--- src/rtl/pwa_pkg.sv ---
package pwa_pkg;

    localparam int BYTE_W = 8;

    localparam logic [2:0] SEL_ALO = 3'd0;
    localparam logic [2:0] SEL_AHI = 3'd1;
    localparam logic [2:0] SEL_DLO = 3'd2;
    localparam logic [2:0] SEL_DHI = 3'd3;
    localparam logic [2:0] SEL_CTL = 3'd4;
    localparam logic [2:0] SEL_KEY = 3'd5;

    localparam int CB_SPACE = 7;
    localparam int CB_DONE  = 4;
    localparam int CB_WREN  = 2;
    localparam int CB_WR    = 1;
    localparam int CB_RD    = 0;

    localparam logic [7:0] KEY_A = 8'h55;
    localparam logic [7:0] KEY_B = 8'hAA;

    typedef enum logic [1:0] {
        KEY_IDLE  = 2'd0,
        KEY_HALF  = 2'd1,
        KEY_ARMED = 2'd2
    } key_state_e;

    typedef enum logic [2:0] {
        ACC_IDLE   = 3'd0,
        ACC_RD_REQ = 3'd1,
        ACC_RD_CAP = 3'd2,
        ACC_WR_REQ = 3'd3,
        ACC_WR_RUN = 3'd4
    } acc_state_e;

    typedef struct packed {
        logic space;
        logic done;
        logic wren;
    } ctl_t;

    function automatic logic [7:0] ctl_view(ctl_t c, logic wr_run, logic rd_run);
        logic [7:0] v;
        v = '0;
        v[CB_SPACE] = c.space;
        v[CB_DONE]  = c.done;
        v[CB_WREN]  = c.wren;
        v[CB_WR]    = wr_run;
        v[CB_RD]    = rd_run;
        return v;
    endfunction

endpackage

--- src/rtl/pwa_key_seq.sv ---
module pwa_key_seq
    import pwa_pkg::*;
(
    input  logic       clk,
    input  logic       rst,
    input  logic       wr_ok,
    input  logic [2:0] sel,
    input  logic [7:0] wdata,
    input  logic       core_irq,
    output logic       armed
);

    key_state_e st, nx;

    always_comb begin
        nx = st;
        if (wr_ok) begin
            if (sel == SEL_KEY) begin
                if (st == KEY_IDLE && wdata == KEY_A)
                    nx = KEY_HALF;
                else if (st == KEY_HALF && wdata == KEY_B)
                    nx = KEY_ARMED;
                else
                    nx = KEY_IDLE;
            end else begin
                nx = KEY_IDLE;
            end
        end
        if (core_irq)
            nx = KEY_IDLE;
    end

    always_ff @(posedge clk) begin
        if (rst) st <= KEY_IDLE;
        else     st <= nx;
    end

    assign armed = (st == KEY_ARMED);

    p_irq_cancels_r7: assert property (@(posedge clk) disable iff (rst)
        core_irq |=> (st == KEY_IDLE));

    p_arm_after_pair_r4: assert property (@(posedge clk) disable iff (rst)
        $rose(armed) |-> ($past(st) == KEY_HALF && $past(wr_ok) &&
                          $past(sel) == SEL_KEY && $past(wdata) == KEY_B));

endmodule

--- src/rtl/pwa_access_fsm.sv ---
module pwa_access_fsm
    import pwa_pkg::*;
(
    input  logic clk,
    input  logic rst,
    input  logic start_rd,
    input  logic start_wr,
    input  logic mem_busy,
    output logic busy,
    output logic rd_run,
    output logic wr_run,
    output logic mem_req,
    output logic mem_we,
    output logic capture,
    output logic done
);

    acc_state_e st, nx;

    always_comb begin
        nx = st;
        unique case (st)
            ACC_IDLE: begin
                if (start_wr)      nx = ACC_WR_REQ;
                else if (start_rd) nx = ACC_RD_REQ;
            end
            ACC_RD_REQ: nx = ACC_RD_CAP;
            ACC_RD_CAP: nx = ACC_IDLE;
            ACC_WR_REQ: nx = ACC_WR_RUN;
            ACC_WR_RUN: if (!mem_busy) nx = ACC_IDLE;
            default:    nx = ACC_IDLE;
        endcase
    end

    always_ff @(posedge clk) begin
        if (rst) st <= ACC_IDLE;
        else     st <= nx;
    end

    assign busy    = (st != ACC_IDLE);
    assign rd_run  = (st == ACC_RD_REQ) || (st == ACC_RD_CAP);
    assign wr_run  = (st == ACC_WR_REQ) || (st == ACC_WR_RUN);
    assign mem_req = (st == ACC_RD_REQ) || (st == ACC_WR_REQ);
    assign mem_we  = (st == ACC_WR_REQ);
    assign capture = (st == ACC_RD_CAP);
    assign done    = capture || (st == ACC_WR_RUN && !mem_busy);

    p_read_second_r3: assert property (@(posedge clk) disable iff (rst)
        (st == ACC_RD_REQ) |=> (st == ACC_RD_CAP));

    p_read_ends_r3: assert property (@(posedge clk) disable iff (rst)
        (st == ACC_RD_CAP) |=> (st == ACC_IDLE));

    p_write_holds_r5: assert property (@(posedge clk) disable iff (rst)
        (st == ACC_WR_RUN && mem_busy) |=> wr_run);

    p_one_kind_r2: assert property (@(posedge clk) disable iff (rst)
        $onehot0({rd_run, wr_run}));

endmodule

--- src/rtl/prog_word_access.sv ---
module prog_word_access
    import pwa_pkg::*;
#(
    parameter int ADDR_W = 13,
    parameter int WORD_W = 14
) (
    input  logic              clk,
    input  logic              rst,
    input  logic              reg_wr,
    input  logic [2:0]        reg_sel,
    input  logic [7:0]        reg_wdata,
    output logic [7:0]        reg_rdata,
    input  logic              core_irq,
    output logic              stall,
    output logic              irq_flag,
    output logic              mem_req,
    output logic              mem_we,
    output logic              mem_space,
    output logic [ADDR_W-1:0] mem_addr,
    output logic [WORD_W-1:0] mem_wdata,
    input  logic [WORD_W-1:0] mem_rdata,
    input  logic              mem_busy
);

    localparam int AHI_W = ADDR_W - BYTE_W;
    localparam int DHI_W = WORD_W - BYTE_W;

    logic [ADDR_W-1:0] addr_q;
    logic [WORD_W-1:0] data_q;
    ctl_t              ctl_q;

    logic busy, rd_run, wr_run, capture, done, armed;
    logic wr_ok, ctl_wr, start_wr, start_rd;

    assign wr_ok    = reg_wr && !busy;
    assign ctl_wr   = reg_wr && (reg_sel == SEL_CTL);
    assign start_wr = wr_ok && (reg_sel == SEL_CTL) && reg_wdata[CB_WR] && ctl_q.wren && armed;
    assign start_rd = wr_ok && (reg_sel == SEL_CTL) && reg_wdata[CB_RD] && !start_wr;

    pwa_key_seq u_key (
        .clk      (clk),
        .rst      (rst),
        .wr_ok    (wr_ok),
        .sel      (reg_sel),
        .wdata    (reg_wdata),
        .core_irq (core_irq),
        .armed    (armed)
    );

    pwa_access_fsm u_fsm (
        .clk      (clk),
        .rst      (rst),
        .start_rd (start_rd),
        .start_wr (start_wr),
        .mem_busy (mem_busy),
        .busy     (busy),
        .rd_run   (rd_run),
        .wr_run   (wr_run),
        .mem_req  (mem_req),
        .mem_we   (mem_we),
        .capture  (capture),
        .done     (done)
    );

    always_ff @(posedge clk) begin
        if (rst) begin
            addr_q <= '0;
            data_q <= '0;
            ctl_q  <= '0;
        end else begin
            if (wr_ok) begin
                unique case (reg_sel)
                    SEL_ALO: addr_q[BYTE_W-1:0]      <= reg_wdata;
                    SEL_AHI: addr_q[ADDR_W-1:BYTE_W] <= reg_wdata[AHI_W-1:0];
                    SEL_DLO: data_q[BYTE_W-1:0]      <= reg_wdata;
                    SEL_DHI: data_q[WORD_W-1:BYTE_W] <= reg_wdata[DHI_W-1:0];
                    SEL_CTL: begin
                        ctl_q.space <= reg_wdata[CB_SPACE];
                        ctl_q.wren  <= reg_wdata[CB_WREN];
                    end
                    default: ;
                endcase
            end
            if (capture)
                data_q <= mem_rdata;
            if (done)
                ctl_q.done <= 1'b1;
            else if (ctl_wr && !reg_wdata[CB_DONE])
                ctl_q.done <= 1'b0;
        end
    end

    always_comb begin
        reg_rdata = '0;
        unique case (reg_sel)
            SEL_ALO: reg_rdata = addr_q[BYTE_W-1:0];
            SEL_AHI: reg_rdata[AHI_W-1:0] = addr_q[ADDR_W-1:BYTE_W];
            SEL_DLO: reg_rdata = data_q[BYTE_W-1:0];
            SEL_DHI: reg_rdata[DHI_W-1:0] = data_q[WORD_W-1:BYTE_W];
            SEL_CTL: reg_rdata = ctl_view(ctl_q, wr_run, rd_run);
            default: reg_rdata = '0;
        endcase
    end

    assign stall     = busy;
    assign irq_flag  = ctl_q.done;
    assign mem_space = ctl_q.space;
    assign mem_addr  = addr_q;
    assign mem_wdata = data_q;

    p_flag_on_done_r9: assert property (@(posedge clk) disable iff (rst)
        done |=> irq_flag);

    p_addr_kept_r10: assert property (@(posedge clk) disable iff (rst)
        busy |=> $stable(addr_q));

    p_data_kept_r10: assert property (@(posedge clk) disable iff (rst)
        wr_run |=> $stable(data_q));

    p_write_needs_key_r8: assert property (@(posedge clk) disable iff (rst)
        (mem_req && mem_we) |-> ($past(armed) && $past(ctl_q.wren)));

    p_key_reads_zero_r11: assert property (@(posedge clk) disable iff (rst)
        (reg_sel == SEL_KEY) |-> (reg_rdata == 8'h00));

endmodule

--- config.mk ---
export PLATFORM = sky130hd
export DESIGN_NAME = prog_word_access
export DESIGN_NICKNAME = d
export VERILOG_FILES = /design/src/rtl/pwa_pkg.sv /design/src/rtl/pwa_key_seq.sv /design/src/rtl/pwa_access_fsm.sv /design/src/rtl/prog_word_access.sv
export SDC_FILE = /design/constraint.sdc
export NUM_CORES = 1
export LEC_CHECK = 0
export BUFFER_PORTS_ARGS = -buffer_cell sky130_fd_sc_hd__buf_2
export CAP_MARGIN = 25
export CORE_UTILIZATION = 49
export CTS_CLUSTER_SIZE = 20
export DETAILED_ROUTE_END_ITERATION = 8
export PLACE_DENSITY_LB_ADDON = 0.08
export SYNTH_ARGS = -nofsm -noshare
export SYNTH_HDL_FRONTEND = slang
export SYNTH_SLANG_ARGS = --single-unit
--- constraint.sdc ---
create_clock -name clk -period 2.1 [get_ports clk]
set_input_delay 0.315 -clock clk [delete_from_list [all_inputs] [get_ports clk]]
set_output_delay 0.315 -clock clk [all_outputs]
set_load 0.02 [all_outputs]
==> impl_metrics.yaml <==
logic_synthesis:
  synth_compound_area_share_pct: 26.79
  synth_top_family_by_area: "compound AO/OA/AOI/OAI gates"
  synth_cells: 241
  yosys.area_share.simple_pct: 23.95
  muxShareOfSynthArea_pct: 6.931
  yosysWarningCount: 0
  avgSynthCellArea_um2: 8.390
  synth_ff_type: "dfxtp_1"
  netlist_area_um2: 2022
  ys_seq_elements: 35
  ys_seq_area_share_pct: 34.65
  ys_types: 45
  synth_edf_count: 0
  synth_nets: 271
  async_flop_share_pct: 0
  synth_xor_area_share_pct: 0.4332
  synth_fa_ha_area_share_pct: 0
clocking:
  clock_sinks: 35
  cts_tree: "yes"
  root_buffer: "clkbuf_8"
  postCtsSetupRepairBufs: 0
  clock_path_buffers: 2
  clk_latency_ps: 300
  numCtsBuffers: 5
  cts_hold_buf: 0
  cts_resized: 0
  clk_pin_slew_ps: 70
  htree_num_levels: 2
drt:
  drc: 0
  drt_iter0_markers: 163
  ant_nets: 0
  wl_per_cell_um: 15.95
  routed_wl_um: 5615
  avgViaCountPerCell: 5.838
  drt-pass1-iter-count: 4
  dr_total_vias: 2055
floorplanning:
  coreArea_um2: 3799
  die-width_um: 66.24
  io_pins: 70
  fp-row-count: 22
  start_util_pct: 53.23
  dieArea_um2: 4387
  die_h_um: 66.24
final_layout:
  seq_area_um2: 700.7
  num-fill-cells: 350
  drive_gt1_share_pct: 32.24
  num_antenna_cells: 0
  multi_input_area_um2: 1175
  layout.nets: 333
  syn_to_final_growth_pct: 23.39
  post-route-util_pct: 65.68
sta:
  whs_ps: 292.0
  setup_viol: 0
  rsz0062_at_grt: "false"
  worstMarginPinSlew_ps: 770.1
  max_freq_mhz: 534.5
  final.min_clock_period_ps: 1871
  relSlewSlack_pct: 48.66
  slew_violations: 0
  layout_setup_ws_ps: 229.0
  fin_crit_sh_pct: 89.10
  fin_skew_ps: 9.030
  report.final.hold_viol_count: 0
  fin_tns_setup_ps: 0
global_route:
  overflow: 0
  grt_max_degree: 43
  grt_pass1_wl_um: 9218
  grt_usage_pct: 28.37
  antenna_found_initial: 0
  grt_pass1_vias: 1826
worst_setup_path:
  reg2reg_depth: 4
  worstReg2RegEnd: "mem_wdata[9]$_SDFFE_PP0P_"
  ff2ff_setup_slack_ps: 300
  cp.required_ps: 1780
  crit_type: "in -> out"
  rr_startpoint: "u_fsm.st[1]$_SDFFE_PP0P_"
  end_kind: "output pin"
  cp_max_fo: 20
  setup.worst_path.start_class: "input port"
  worst_ep_arrival_time_ps: 1560
place:
  port_buffers: 69
  gp_congestion: 0.8098
  dpl.hpwl_um: 3875
  post-place-ws_ps: 211.8
power_and_ir_drop:
  irDropWorstVdd_mv: 0.3557
  power.leakage_nw: 1.047
  p_per_area_nw_per_um2: 561.4
  power_mw: 1.401
status:
  status: "completed"
hold_path:
  min_to: "mem_wdata[4]$_SDFFE_PP0P_"
  hp-class: "in -> reg"
  min_from: "mem_rdata[4]"
  min_path_cells: 3
job:
  drv_cap: 0
-- flip-flops by register name (all words and copies together) (netlist names) --
register,count
mem_wdata,14
mem_addr,13
u_fsm.st,3
u_key.st,2
ctl_q,1
irq_flag,1
mem_space,1
-- routing by layer --
| layer | global-route usage, % | routed length, um | vias up |
|---|---|---|---|
| li1 | - | - | 1021 |
| met1 | 40.40 | 2570 | 955 |
| met2 | 42.60 | 2593 | 74 |
| met3 | 6.552 | 397 | 5 |
| met4 | 7.447 | 53 | 0 |
| met5 | 0 | 0 | - |
-- cell usage after synthesis, types with 2 or more instances --
| library cell | instances | share of area [%] |
|---|---|---|
| a211oi_1 | 8 | 3.0 |
| a211oi_2 | 5 | 3.1 |
| a21oi_1 | 16 | 4.0 |
| a31oi_1 | 2 | 0.62 |
| and3b_1 | 2 | 0.87 |
| buf_1 | 2 | 0.37 |
| buf_2 | 6 | 1.5 |
| clkbuf_1 | 16 | 3.0 |
| dfxtp_1 | 35 | 35 |
| inv_1 | 10 | 1.9 |
| mux2i_1 | 5 | 2.5 |
| mux4_2 | 4 | 4.5 |
| nand3_1 | 18 | 4.5 |
| nand4_1 | 2 | 0.62 |
| nand4b_1 | 2 | 0.87 |
| nor2_1 | 19 | 3.5 |
| nor2b_1 | 5 | 1.5 |
| nor3b_1 | 6 | 2.2 |
| nor4_1 | 8 | 2.5 |
| o21a_1 | 2 | 0.74 |
| o21ai_0 | 12 | 3.0 |
| o21ai_1 | 16 | 4.0 |
| o21bai_1 | 8 | 3.0 |
| o31a_1 | 7 | 3.0 |
| o31ai_1 | 2 | 0.74 |
| or3_1 | 2 | 0.62 |
| or3b_1 | 3 | 1.3 |
-- worst max-delay path, cell delays in order --
cell and delay [ps]:
buf_2 230, or3b_1 490, o32ai_1 300, buf_2 210
-- worst max-delay path by stage --
stage	from	endpoint	slack, ps	cells past startpoint
2_1_floorplan	reg_sel[1]	reg_rdata[1]	160	5
5_1_grt	reg_sel[0]	reg_rdata[0]	170	4
4_1_cts	reg_sel[0]	reg_rdata[0]	210	4
3_5_place_dp	reg_sel[0]	mem_wdata[1]$_SDFFE_PP0P_	210	4
6_report	reg_sel[0]	reg_rdata[0]	230	4
3_3_place_gp	reg_sel[0]	reg_rdata[0]	230	4
-- power breakdown --
part / switching, mW / internal (mW)
registers: 0.0123 / 0.679
logic: 0.138 / 0.0877
clock network: 0.250 / 0.233
total: 0.401 / 1.00
-- cell type report --
cell class	instances	area share [%]
clock buffer	7	3.059
clock inverter	1	0.2006
inverter	10	1.505
multi-input combinational	171	47.09
sequential	35	28.08
tap	48	2.407
timing repair buffer	80	17.65
-- cell families (layout without fill, tap and decap cells) --
kind of cell,Yosys count,after routing
flip-flops,35,35
XOR/XNOR,1,1
AND/OR/NAND/NOR,79,79
buffers and inverters,35,98
multiplexers,9,9
AO/OA/AOI/OAI,82,82
-- layout by cell type, fill, tap and decap left out, types with 3 or more instances in the layout --
cell | netlist | routed
buf_2 | 6 | 69
o21ai_0 | 12 | 12
or3b_1 | 3 | 3
mux4_2 | 4 | 4
nor2_1 | 19 | 19
o21ai_1 | 16 | 16
dfxtp_1 | 35 | 35
clkbuf_8 | 0 | 5
nand3_1 | 18 | 18
o31a_1 | 7 | 7
buf_4 | 0 | 10
nor4_1 | 8 | 8
a21oi_1 | 16 | 16
nor2b_1 | 5 | 5
a211oi_2 | 5 | 5
nor3b_1 | 6 | 6
mux2i_1 | 5 | 5
a211oi_1 | 8 | 8
inv_1 | 10 | 10
o21bai_1 | 8 | 8
-- metrics by stage --
stage	area, um2	std cells
after floorplan	2022	241
after global placement	2414	344
after detailed placement	2414	344
after CTS	2495	352
after global routing	2495	352
final	2495	352
No activity file was read; power rests on OpenSTA's default activity.
